$ cat src/rtl/wb_slot_resv_pkg.sv
package wb_slot_resv_pkg;

  // Widest slot index the strobe can carry (up to 16 slots).
  localparam int IDX_W = 4;

  typedef enum logic [1:0] {
    LAT_LOAD = 2'd0,
    LAT_ADD  = 2'd1,
    LAT_MUL  = 2'd2,
    LAT_NONE = 2'd3
  } latCode_e;

  // Strobes from control to the reservation datapath.
  typedef struct packed {
    logic             claim;
    logic [IDX_W-1:0] slot;   // bit index tested this cycle
  } resvCtrl_t;

  function automatic int maxOf3(int a, int b, int c);
    int m;
    m = (a > b) ? a : b;
    return (m > c) ? m : c;
  endfunction

endpackage

$ cat src/rtl/wb_slot_resv_ctrl.sv
module wb_slot_resv_ctrl
  import wb_slot_resv_pkg::*;
#(
  parameter int LOAD_STAGES = 2,
  parameter int ADD_STAGES  = 4,
  parameter int MUL_STAGES  = 6,
  parameter int RESV_W      = 6
) (
  input  logic              clk,
  input  logic              rstN,
  input  logic              decValid,
  input  logic              decWritesFp,
  input  logic [1:0]        decLatCode,
  input  logic [RESV_W-1:0] resvNow,
  output resvCtrl_t         ctrl,
  output logic              stall
);

  localparam logic [IDX_W-1:0] LoadIdx = IDX_W'(LOAD_STAGES - 1);
  localparam logic [IDX_W-1:0] AddIdx  = IDX_W'(ADD_STAGES - 1);
  localparam logic [IDX_W-1:0] MulIdx  = IDX_W'(MUL_STAGES - 1);

  logic             wantsSlot;
  logic [IDX_W-1:0] slotIdx;
  logic             slotBusy;

  always_comb begin
    wantsSlot = decValid && decWritesFp;
    slotIdx   = '0;
    unique case (latCode_e'(decLatCode))
      LAT_LOAD: slotIdx = LoadIdx;
      LAT_ADD:  slotIdx = AddIdx;
      LAT_MUL:  slotIdx = MulIdx;
      default:  wantsSlot = 1'b0;   // reserved code: no FP write
    endcase
  end

  // Read the tested bit without a variable part-select.
  always_comb begin
    slotBusy = 1'b0;
    for (int i = 0; i < RESV_W; i++) begin
      if (slotIdx == IDX_W'(i)) slotBusy = resvNow[i];
    end
  end

  always_comb begin
    stall      = wantsSlot && slotBusy;
    ctrl.claim = wantsSlot && !slotBusy;
    ctrl.slot  = slotIdx;
  end

  // a stall needs a valid FP-writing instruction behind it.
  p_stall_needs_req_r7: assert property (@(posedge clk) disable iff (!rstN)
    stall |-> (decValid && decWritesFp));

  // claim and stall are never both asserted.
  p_claim_xor_stall_r5: assert property (@(posedge clk) disable iff (!rstN)
    !(ctrl.claim && stall));

endmodule

$ cat src/rtl/wb_slot_resv_dp.sv
module wb_slot_resv_dp
  import wb_slot_resv_pkg::*;
#(
  parameter int RESV_W = 6
) (
  input  logic              clk,
  input  logic              rstN,
  input  resvCtrl_t         ctrl,
  output logic [RESV_W-1:0] resvQ
);

  logic [RESV_W-1:0] setMask;
  logic [RESV_W-1:0] resvD;

  // A claim on tested bit s lands at s-1, because the register shifts on the same edge.
  for (genvar g = 0; g < RESV_W; g++) begin : g_mask
    assign setMask[g] = ctrl.claim && (ctrl.slot == IDX_W'(g + 1));
  end

  assign resvD = {1'b0, resvQ[RESV_W-1:1]} | setMask;

  always_ff @(posedge clk) begin
    if (!rstN) resvQ <= '0;
    else       resvQ <= resvD;
  end

  // nothing is ever parked in the top bit.
  p_top_bit_clear_r2: assert property (@(posedge clk) disable iff (!rstN)
    !resvQ[RESV_W-1]);

endmodule

$ cat src/rtl/wb_slot_resv.sv
module wb_slot_resv
  import wb_slot_resv_pkg::*;
#(
  parameter int LOAD_STAGES = 2,
  parameter int ADD_STAGES  = 4,
  parameter int MUL_STAGES  = 6,
  localparam int RESV_W     = maxOf3(LOAD_STAGES, ADD_STAGES, MUL_STAGES)
) (
  input  logic              clk,
  input  logic              rstN,
  input  logic              decValid,
  input  logic              decWritesFp,
  input  logic [1:0]        decLatCode,
  output logic              stallFetch,
  output logic [RESV_W-1:0] resvVec
);

  resvCtrl_t ctrlStb;

  wb_slot_resv_ctrl #(
    .LOAD_STAGES(LOAD_STAGES),
    .ADD_STAGES (ADD_STAGES),
    .MUL_STAGES (MUL_STAGES),
    .RESV_W     (RESV_W)
  ) u_ctrl (
    .clk        (clk),
    .rstN       (rstN),
    .decValid   (decValid),
    .decWritesFp(decWritesFp),
    .decLatCode (decLatCode),
    .resvNow    (resvVec),
    .ctrl       (ctrlStb),
    .stall      (stallFetch)
  );

  wb_slot_resv_dp #(
    .RESV_W(RESV_W)
  ) u_dp (
    .clk  (clk),
    .rstN (rstN),
    .ctrl (ctrlStb),
    .resvQ(resvVec)
  );

  logic reqFp;
  assign reqFp = decValid && decWritesFp && (decLatCode != 2'd3);

  // a granted request adds exactly one reservation beyond the shifted contents.
  p_grant_adds_one_r4: assert property (@(posedge clk) disable iff (!rstN)
    (reqFp && !stallFetch) |=>
      ($countones(resvVec) == $countones($past(resvVec) >> 1) + 1));

  // a stalled cycle only shifts.
  p_stall_only_shifts_r5: assert property (@(posedge clk) disable iff (!rstN)
    stallFetch |=> (resvVec == ($past(resvVec) >> 1)));

  // a cycle with no qualifying request only shifts.
  p_idle_only_shifts_r7: assert property (@(posedge clk) disable iff (!rstN)
    !reqFp |=> (resvVec == ($past(resvVec) >> 1)));

  // the reserved code never stalls.
  p_reserved_no_stall_r8: assert property (@(posedge clk) disable iff (!rstN)
    (decLatCode == 2'd3) |-> !stallFetch);

endmodule

$ cat config.mk
export PLATFORM = sky130hd
export DESIGN_NAME = wb_slot_resv
export DESIGN_NICKNAME = d
export VERILOG_FILES = /design/src/rtl/wb_slot_resv_pkg.sv /design/src/rtl/wb_slot_resv_ctrl.sv /design/src/rtl/wb_slot_resv_dp.sv /design/src/rtl/wb_slot_resv.sv
export SDC_FILE = /design/constraint.sdc
export NUM_CORES = 1
export LEC_CHECK = 0
export BUFFER_PORTS_ARGS = -buffer_cell sky130_fd_sc_hd__buf_4
export CAP_MARGIN = 20
export CORE_AREA = 2 2 39 41
export DETAILED_ROUTE_END_ITERATION = 12
export DIE_AREA = 0 0 41 43
export HOLD_SLACK_MARGIN = 0.15
export SYNTH_ARGS = -nofsm -noshare
export SYNTH_HDL_FRONTEND = slang
export SYNTH_HIERARCHICAL = 1
export SYNTH_SLANG_ARGS = --single-unit
$ cat constraint.sdc
create_clock -name clk -period 2.18 [get_ports clk]
set_input_delay 0.436 -clock clk [delete_from_list [all_inputs] [get_ports clk]]
set_output_delay 0.436 -clock clk [all_outputs]
set_load 0.02 [all_outputs]
==> metrics.yaml, run 1 <==
cells_and_area:
  num_antenna_cells: 0
  final_common_cell: "buf_4"
  top_register: "u_dp/resvQ"
  nNetsFinal: 57
  reg_top3: "u_dp/resvQ x6"
  largest_reg_flops: 6
  drive_gt1_share_pct: 38.8
  layout_common_cells: "12 x buf_4, 7 x nand2_1, 6 x dfxtp_1"
  synthToLayoutAreaGrowth_pct: 37.9
critical_path:
  crit_required_ns: 1.74
  endpoint_kind: "output port"
  critPathMostFrequentCell: "buf_4"
  cp-startpoint: "decLatCode[0]"
  crit_path_end: "stallFetch"
  r2r-end: "u_dp/resvQ[2]$_SDFF_PN0_"
  cp.depth: 4
  cp_top_family: "buffers and inverters"
  worstPathArrival_ns: 1.09
  ff2ff_path_depth: 4
  worstPathCellList: "buf_4, nand4b_1, o32ai_2, buf_4"
  cp_slowest_stage_delay_ns: 0.21
  path_class: "in -> out"
  crit_buf_inv: 2
  start_kind: "primary input"
  cp_max_fo: 5
  r2r-start: "u_dp/resvQ[3]$_SDFF_PN0_"
  cp_slowest_cell: "nand4b_1"
  r2r_setup_slack_ns: 0.86
die:
  core-area_mm2: 0.00138
  initial_core_util_pct: 22.9
  rows: 14
  die_h_um: 43
  die_x_um: 41
  dieArea_mm2: 0.00176
  io_pins: 13
cts:
  cts_made_buffers: 3
  insertion_delay_ns: 0.24
  cts_setup_buffers: 0
  cts_hold_buffers: 0
  cts_max_level: 1
  cts_tree: "yes"
  clockBufferDepth: 2
  cts_sinks: 6
  cts_resized: 0
  root_buffer: "clkbuf_4"
  path_clk_slew_ns: 0.04
logic_synthesis:
  synthXorXnorAreaFrac_pct: 0
  ys_seq_area_share_pct: 37.9
  synth-compound-area-share_pct: 19.4
  yosys.area_share.simple_pct: 32.0
  ys_types: 20
  synthAdderAreaFrac_pct: 0
  yosysWarnings: 6
  synth_area_um2: 317
  ys_ff_latch: 6
  synthMuxAreaShare_pct: 3.16
  synth_cells: 36
  synth_top_family_by_area: "simple AND/OR/NAND/NOR gates"
  syn_nets: 42
  synth_area_per_cell_um2: 8.79
detailed_routing:
  wl_um: 634
  vias_per_cell: 4.26
  wl_per_cell_um: 9.75
  firstDrtPassIters: 1
  post-route-drc-count: 0
  vias: 277
  final_antenna_net_count: 0
  drtIter0Drc: 0
timing:
  drv_slew: 0
  rsz0062_at_grt: "false"
  setup_viol: 0
  skew_ns: 0.00224
  hold_viol: 0
  fmaxAchievable_mhz: 655
  fin_crit_sh_pct: 70.0
  final.setup.tns_ns: 0
  period_needed_ns: 1.53
min_path:
  hp-class: "reg -> reg"
pwr:
  p_leak_nw: 0.185
  power_w: 0.000238
  p_per_area_mw_per_mm2: 545
  peakVddDrop_v: 0.000267
placed_design:
  place.gp.congestion: 0.733
  port_buffers: 12
  dpl.hpwl_um: 520
global_route:
  grt_pass1_vias: 276
  grt_max_degree: 10
  antenna_found_initial: 0
  grt.overflow.total: 0
  grtUsageTotal_pct: 9.36
  grt_pass1_wl_um: 1070
run_status:
  outcome: "complete, no violations"
flow_run:
  max_cap_violations: 0
[routing by layer]
| metal | global-route usage (%) | routed length, µm | part of all wire, % |
|---|---|---|---|
| met1 | 10.0 | 237 | 37 |
| met2 | 13.8 | 356 | 56 |
| met3 | 9.42 | 39 | 6.2 |
| met4 | 0 | 0 | 0 |
| met5 | 0 | 0 | 0 |
[synthesized netlist by cell type (all sizes together)]
cell / instances / area share [%]
nand2: 7 / 8.3
dfxtp: 6 / 38
o21ai: 4 / 6.3
nand3b: 3 / 7.1
buf: 2 / 4.0
inv: 2 / 2.4
and2b: 1 / 2.8
and3b: 1 / 2.8
conb: 1 / 1.2
mux2i: 1 / 3.2
nand3: 1 / 1.6
nand4b: 1 / 2.8
nor2: 1 / 1.2
nor2b: 1 / 2.0
o2bb2ai: 1 / 2.8
o32ai: 1 / 5.1
o41ai: 1 / 5.1
or3b: 1 / 3.6
[report_power, final]
part	switching, W	leakage [nW]	internal [W]
registers	0.000000398	0.0484	0.000111
clock network	0.0000365	0.0138	0.0000620
logic	0.0000142	0.123	0.0000138
total	0.0000511	0.185	0.000187
[final cells by class]
type                    instances  area [µm²]
repair buffers                 12        90.1
well taps                      16        20.0
multi-input cells              26         176
clock buffers                   3        22.5
flip-flops and latches          6         120
fillers                       153         947
inverters                       2        7.51
[logic make-up (layout without fill, tap and decap cells)]
logic type	Yosys count	in the layout
compound gates	7	7
buf+inv	4	17
flops	6	6
mux	1	1
other cells	1	1
simple gates	17	17
[tightest hold or removal path, cell delays in order (launching register included)]
cell,delay [ns]
dfxtp_1,0.30
nand2_1,0.05
o21ai_1,0.05
[how the worst min path moves through the flow]
stage                              from                  endpoint  slack (ns)  cells after the start
5_1_grt                            rstN  u_dp/resvQ[1]$_SDFF_PN0_        0.49                      3
4_1_cts        u_dp/resvQ[2]$_SDFF_PN0_  u_dp/resvQ[1]$_SDFF_PN0_        0.45                      2
6_report       u_dp/resvQ[2]$_SDFF_PN0_  u_dp/resvQ[1]$_SDFF_PN0_        0.45                      2
3_5_place_dp   u_dp/resvQ[2]$_SDFF_PN0_  u_dp/resvQ[1]$_SDFF_PN0_        0.45                      2
2_1_floorplan  u_dp/resvQ[2]$_SDFF_PN0_  u_dp/resvQ[1]$_SDFF_PN0_        0.52                      2
3_3_place_gp   u_dp/resvQ[4]$_SDFF_PN0_  u_dp/resvQ[3]$_SDFF_PN0_        0.44                      2
[per-stage QoR]
step	cell area, µm²	utilization, %	worst slack [ns]	cells	hold WS, ns
after detailed placement	414	29.9	0.582	62	0.448
after global placement	414	29.9	0.596	62	0.444
after floorplan	317	-	0.776	36	0.523
final	437	31.6	0.653	65	0.450
after CTS	437	31.6	0.641	65	0.454
after global routing	437	31.6	0.590	65	0.486
Power figures use the tool's default switching activity.
==> inputs of run 2 (changes only) <==
clock period = 1.3 ns   (was 2.18 ns; I/O delays follow)
==> run 2 against run 1 <==
  * Utilization up 5.0 points
  * Non-clock buffer count grew 7
  * Register-to-register slack got worse by 0.88 ns
  * Largest power group unchanged
  * The run now ends with setup timing left
  * Sequential share of layout area shrank 3.2 points
  * Clock power grew 68%
  * First-iteration DRC count grew 1
  * Worst hold slack got worse by 0.15 ns
==> metrics.yaml, run 2 (synthesis gave the netlist of run 1 again) <==
run_status:
  outcome: "finished, violations left"
  violations: "setup timing"
pwr:
  peakVddDrop_v: 0.000675  # +150%
  power_switching_w: 0.0000880  # +72%
  p_sw_share_pct: 21.6  # +0.089 points
  p_leak_nw: 0.224  # +21%
  p_int_w: 0.000320  # +71%
  p_seq_share_pct: 45.8  # -1.0 points
  pwr-share-comb_pct: 13.7  # +1.9 points
  power_frac_clock_pct: 40.5  # -0.9 points
  p_per_area_mw_per_mm2: 807  # +48%
min_path:
  holdPathStages: 3  # +1
  hp-class: "in -> reg"
  hp-start: "rstN"
  min_to: "u_dp/resvQ[2]$_SDFF_PN0_"
cells_and_area:
  num_antenna_cells: 0  # unchanged
  synthToLayoutAreaGrowth_pct: 59.7
  drive_gt1_share_pct: 55.4  # +17 points
  stdcell_count: 72  # +11%
  final_common_cell: "buf_4"
  layout_common_cells: "19 x buf_4, 7 x nand2_1, 4 x dfxtp_1"
  utilization_pct: 36.5  # +5.0 points
  nFillCells: 154  # +0.65%
  final_area_um2: 505  # +16%
  top_register: "u_dp/resvQ"
  reg_top3: "u_dp/resvQ x6"
  nNetsFinal: 64  # +12%
  largest_reg_flops: 6  # unchanged
die:
  dieArea_mm2: 0.00176  # unchanged
  initial_core_util_pct: 22.9  # unchanged
  die_h_um: 43  # unchanged
  rows: 14  # unchanged
  die_x_um: 41  # unchanged
  io_pins: 13  # unchanged
  core-area_mm2: 0.00138  # unchanged
detailed_routing:
  firstDrtPassIters: 2  # +1
  post-route-drc-count: 0  # unchanged
  wl_per_cell_um: 9.29  # -4.7%
  wl_um: 669  # +5.5%
  drtIter0Drc: 1  # +1
  final_antenna_net_count: 0  # unchanged
  vias: 313  # +13%
  vias_per_cell: 4.35  # +2.0%
flow_run:
  max_cap_violations: 0  # unchanged
global_route:
  antenna_found_initial: 0  # unchanged
  grt_pass1_vias: 263  # -4.7%
  grtUsageTotal_pct: 9.46  # +0.10 points
  grt.overflow.total: 0  # unchanged
  grt_pass1_wl_um: 1060  # -1.3%
  grt_max_degree: 10  # unchanged
placed_design:
  dpl.hpwl_um: 540  # +3.7%
  placed_cell_area_um2: 453  # +9.4%
  dp.cells: 67  # +8.1%
  port_buffers: 12  # unchanged
  place.gp.congestion: 0.749  # +2.1%
critical_path:
  r2r-end: "u_dp/resvQ[1]$_SDFF_PN0_"
  endpoint_kind: "output port"
  cp_top_family: "flip-flops"
  worstPathArrival_ns: 1.14  # +0.05 ns
  r2r_setup_slack_ns: -0.02  # -0.88 ns
  cp_max_fo: 2  # -3
  worstPathCellList: "mux2i_1, buf_4, o32ai_2, buf_4"
  ff2ff_path_depth: 5  # +1
  start_kind: "flop"
  cp_slowest_cell: "dfxtp_2"
  cp.depth: 4  # unchanged
  crit_required_ns: 1.04  # -0.70 ns
  crit_buf_inv: 2  # unchanged
  path_class: "reg -> out"
  r2r-start: "u_dp/resvQ[3]$_SDFF_PN0_"
  cp_slowest_stage_delay_ns: 0.32  # +0.11 ns
  critPathMostFrequentCell: "buf_4"
timing:
  skew_ns: 0.00127  # -0.000969 ns
  period_needed_ns: 1.40
  setup_viol: 3  # +3
  hold_viol: 0  # unchanged
  fmaxAchievable_mhz: 714
  fin_crit_sh_pct: 108
  setup_slack_ns: -0.100  # -0.753 ns
  drv_slew: 0  # unchanged
  rsz0062_at_grt: "true"
cts:
  cts_hold_buffers: 0  # unchanged
  root_buffer: "clkbuf_4"
  cts_tree: "yes"
  insertion_delay_ns: 0.24  # about the same
  clockBufferDepth: 2  # unchanged
  path_clk_slew_ns: 0.04  # about the same
  cts_sinks: 6  # unchanged
  cts_made_buffers: 3  # unchanged
  cts_max_level: 1  # unchanged
run 2: worst max-delay path by stage:
stage                             start                  endpoint  slack [ns]
2_1_floorplan  u_dp/resvQ[1]$_SDFF_PN0_  u_dp/resvQ[1]$_SDFF_PN0_       0.005
3_3_place_gp              decLatCode[0]  u_dp/resvQ[2]$_SDFF_PN0_       -0.06
3_5_place_dp              decLatCode[0]  u_dp/resvQ[1]$_SDFF_PN0_       -0.08
4_1_cts        u_dp/resvQ[3]$_SDFF_PN0_                stallFetch       -0.12
5_1_grt        u_dp/resvQ[3]$_SDFF_PN0_                stallFetch       -0.17
6_report       u_dp/resvQ[3]$_SDFF_PN0_                stallFetch       -0.10
run 2: through the flow:
stage	setup slack, ns	total power [W]	hold slack [ns]	setup TNS, ns
after floorplan	0.00467	0.000218	0.472	0
after global placement	-0.0598	0.000243	0.442	-0.168
after detailed placement	-0.0785	0.000243	0.449	-0.227
after CTS	-0.119	0.000417	0.296	-0.133
after global routing	-0.167	0.000442	0.301	-0.399
final	-0.100	0.000408	0.296	-0.124
run 2: area by class of cell:
type / count / area (µm²) / share of cell area, %
multi-input cells: 26 / 190 / 37.6
clock buffers: 3 / 22.5 / 4.46
repair buffers: 19 / 143 / 28.2
flip-flops and latches: 6 / 123 / 24.3
well taps: 16 / 20.0 / 3.96
inverters: 2 / 7.51 / 1.49
run 2: worst reg2reg max path, stage by stage (launching register included):
cell and delay (ns):
dfxtp_2 0.32, mux2i_1 0.17, buf_4 0.14, o2bb2ai_2 0.09, or3b_4 0.41, o21ai_2 0.12
run 2: routing by layer:
metal / global-route usage [%] / vias up / part of all wire (%)
met4: 0 / 0 / 0
li1: - / 164 / -
met3: 9.42 / 0 / 8.7
met1: 10.4 / 141 / 37
met5: 0 / - / 0
met2: 13.8 / 8 / 55
run 2: power groups by stage:
stage | registers [W] | logic, W | clock network, W
floorplan | 0.000192 | 0.0000265 | 0
global route | 0.000186 | 0.0000613 | 0.000194
finish | 0.000187 | 0.0000558 | 0.000165
detailed placement | 0.000190 | 0.0000533 | 0
global placement | 0.000190 | 0.0000528 | 0
CTS | 0.000187 | 0.0000554 | 0.000175
run 2: what timing repair did:
item	CTS	global route
setup buffers	2	0
pin swaps	4	1
endpoints found under the hold margin	0	0
gates resized for setup	2	2
endpoints found under the setup margin	1	5
==> inputs of run 3 (changes only) <==
BUFFER_PORTS_ARGS = -buffer_cell sky130_fd_sc_hd__buf_2   (was -buffer_cell sky130_fd_sc_hd__buf_4)
PLACE_DENSITY_LB_ADDON = 0.08   (was not set)
==> run 3 against run 2 <==
  * The flow still finishes with violations (setup timing)
  * Combinational power increased by 3%
  * Clock-buffer cell count stayed put
  * Setup slack worse by 0.027 ns
  * Largest cell class unchanged
==> metrics.yaml, run 3 (synthesis gave the netlist of run 1 again) <==
cells_and_area:
  layout_common_cells: "11 x buf_2, 8 x buf_4, 7 x nand2_1"
  synthToLayoutAreaGrowth_pct: 59.3
  top_register: "u_dp/resvQ"
  final_common_cell: "buf_2"
  utilization_pct: 36.4  # -0.090 points
  num_antenna_cells: 0  # unchanged
  largest_reg_flops: 6  # unchanged
  nNetsFinal: 65  # +1.6%
  drive_gt1_share_pct: 57.9  # +2.5 points
  reg_top3: "u_dp/resvQ x6"
  nFillCells: 155  # +0.65%
  final_area_um2: 504  # -0.25%
die:
  die_x_um: 41  # unchanged
  io_pins: 13  # unchanged
  core-area_mm2: 0.00138  # unchanged
  dieArea_mm2: 0.00176  # unchanged
  die_h_um: 43  # unchanged
  rows: 14  # unchanged
  initial_core_util_pct: 22.9  # unchanged
cts:
  clockBufferDepth: 2  # unchanged
  cts_sinks: 6  # unchanged
  path_clk_slew_ns: 0.04  # about the same
  root_buffer: "clkbuf_4"
  cts_max_level: 1  # unchanged
  insertion_delay_ns: 0.25  # about the same
  cts_made_buffers: 3  # unchanged
  cts_tree: "yes"
min_path:
  hp-start: "rstN"
  holdPathStages: 3  # unchanged
  hp-class: "in -> reg"
  min_to: "u_dp/resvQ[1]$_SDFF_PN0_"
timing:
  skew_ns: 0.00112  # -0.000154 ns
  setup_slack_ns: -0.128  # -0.0273 ns
  drv_slew: 0  # unchanged
  period_needed_ns: 1.43  # +0.0273 ns
  rsz0062_at_grt: "true"
  hold_viol: 0  # unchanged
  setup_viol: 4  # +1
  fin_crit_sh_pct: 110  # +2.1 points
  fmaxAchievable_mhz: 701  # -1.9%
detailed_routing:
  drtIter0Drc: 1  # unchanged
  post-route-drc-count: 0  # unchanged
  final_antenna_net_count: 0  # unchanged
  vias_per_cell: 4.53  # +4.3%
  wl_per_cell_um: 11.3  # +21%
  vias: 331  # +5.8%
  wl_um: 823  # +23%
  firstDrtPassIters: 3  # +1
critical_path:
  endpoint_kind: "output port"
  ff2ff_path_depth: 5  # unchanged
  crit_required_ns: 1.04  # about the same
  r2r_setup_slack_ns: -0.04  # -0.02 ns
  cp_slowest_stage_delay_ns: 0.33  # about the same
  cp_max_fo: 2  # unchanged
  r2r-start: "u_dp/resvQ[3]$_SDFF_PN0_"
  path_class: "reg -> out"
  start_kind: "flop"
  worstPathArrival_ns: 1.17  # +0.03 ns
  cp_slowest_cell: "dfxtp_2"
  worstPathCellList: "mux2i_2, buf_4, o32ai_4, buf_6"
  r2r-end: "u_dp/resvQ[1]$_SDFF_PN0_"
flow_run:
  max_cap_violations: 0  # unchanged
global_route:
  grt.overflow.total: 0  # unchanged
  grt_pass1_vias: 285  # +8.4%
  grt_max_degree: 10  # unchanged
  antenna_found_initial: 0  # unchanged
  grt_pass1_wl_um: 1150  # +8.5%
  grtUsageTotal_pct: 10.5  # +1.0 points
pwr:
  peakVddDrop_v: 0.000430  # -36%
  p_per_area_mw_per_mm2: 834  # +3.4%
  p_leak_nw: 0.224  # -0.16%
placed_design:
  place.gp.congestion: 0.779  # +4.0%
  placed_cell_area_um2: 423  # -6.6%
  port_buffers: 12  # unchanged
  dpl.hpwl_um: 542  # +0.37%
  dp_slack_ns: -0.119  # -0.0407 ns
run_status:
  outcome: "finished, violations left"
  violations: "setup timing"
[run 3: changes by cell type in the layout (fill, tap and decap cells not counted), sizes merged]
cell  change
buf       +1
[run 3: critical path: cells and delay by family, from the launching register on]
kind                   cells  cell delay (ns)
DFF                        1             0.33
muxes                      1             0.07
AOI/OAI and AO/OA          1             0.22
buffers and inverters      2             0.30
[run 3: timing repair]
| action | CTS | global route |
|---|---|---|
| pin swaps | 0 | 3 |
| setup endpoints to repair | 2 | 4 |
| buffers inserted | 2 | 1 |
| gates resized for setup | 3 | 5 |
| hold buffers | 0 | 0 |
[run 3: how the worst max path moves through the flow]
| stage | start | end | slack (ns) |
|---|---|---|---|
| global route | u_dp/resvQ[3]$_SDFF_PN0_ | stallFetch | -0.18 |
| CTS | u_dp/resvQ[3]$_SDFF_PN0_ | stallFetch | -0.12 |
| detailed placement | decLatCode[0] | u_dp/resvQ[2]$_SDFF_PN0_ | -0.12 |
| global placement | decLatCode[0] | u_dp/resvQ[2]$_SDFF_PN0_ | -0.12 |
| floorplan | u_dp/resvQ[1]$_SDFF_PN0_ | u_dp/resvQ[1]$_SDFF_PN0_ | 0.005 |
| finish | u_dp/resvQ[3]$_SDFF_PN0_ | stallFetch | -0.13 |
[run 3: per-layer routing]
layer  wire length (µm)  global-route usage [%]  up-vias  part of all wire (%)
met5                  0                       0        -                     0
met2                390                    11.3       10                    47
li1                   -                       -      166                     -
met4                 36                    12.0        0                   4.4
met3                 64                    4.71        5                   7.8
met1                331                    13.2      150                    40
[run 3: layout make-up]
type,instances,area (µm²),area share [%]
Multi-Input combinational cell,26,205,40.7
Tap cell,16,20.0,3.97
Inverter,2,7.51,1.49
Timing Repair Buffer,20,126,25.1
Sequential cell,6,123,24.3
Clock buffer,3,22.5,4.47
[run 3: power by group]
part           internal [W]  switching, W  leakage, nW
Clock              0.000105     0.0000721       0.0138
Sequential         0.000186   0.000000580       0.0494
Combinational     0.0000271     0.0000301        0.160
[run 3: stage by stage]
| step | std cells | hold WS, ns | TNS, ns | total power [W] |
|---|---|---|---|---|
| after CTS | 72 | 0.322 | -0.123 | 0.000423 |
| after floorplan | 36 | 0.472 | 0 | 0.000218 |
| final | 73 | 0.322 | -0.219 | 0.000421 |
| after detailed placement | 67 | 0.436 | -0.310 | 0.000241 |
| after global routing | 73 | 0.357 | -0.444 | 0.000439 |
| after global placement | 67 | 0.448 | -0.314 | 0.000240 |
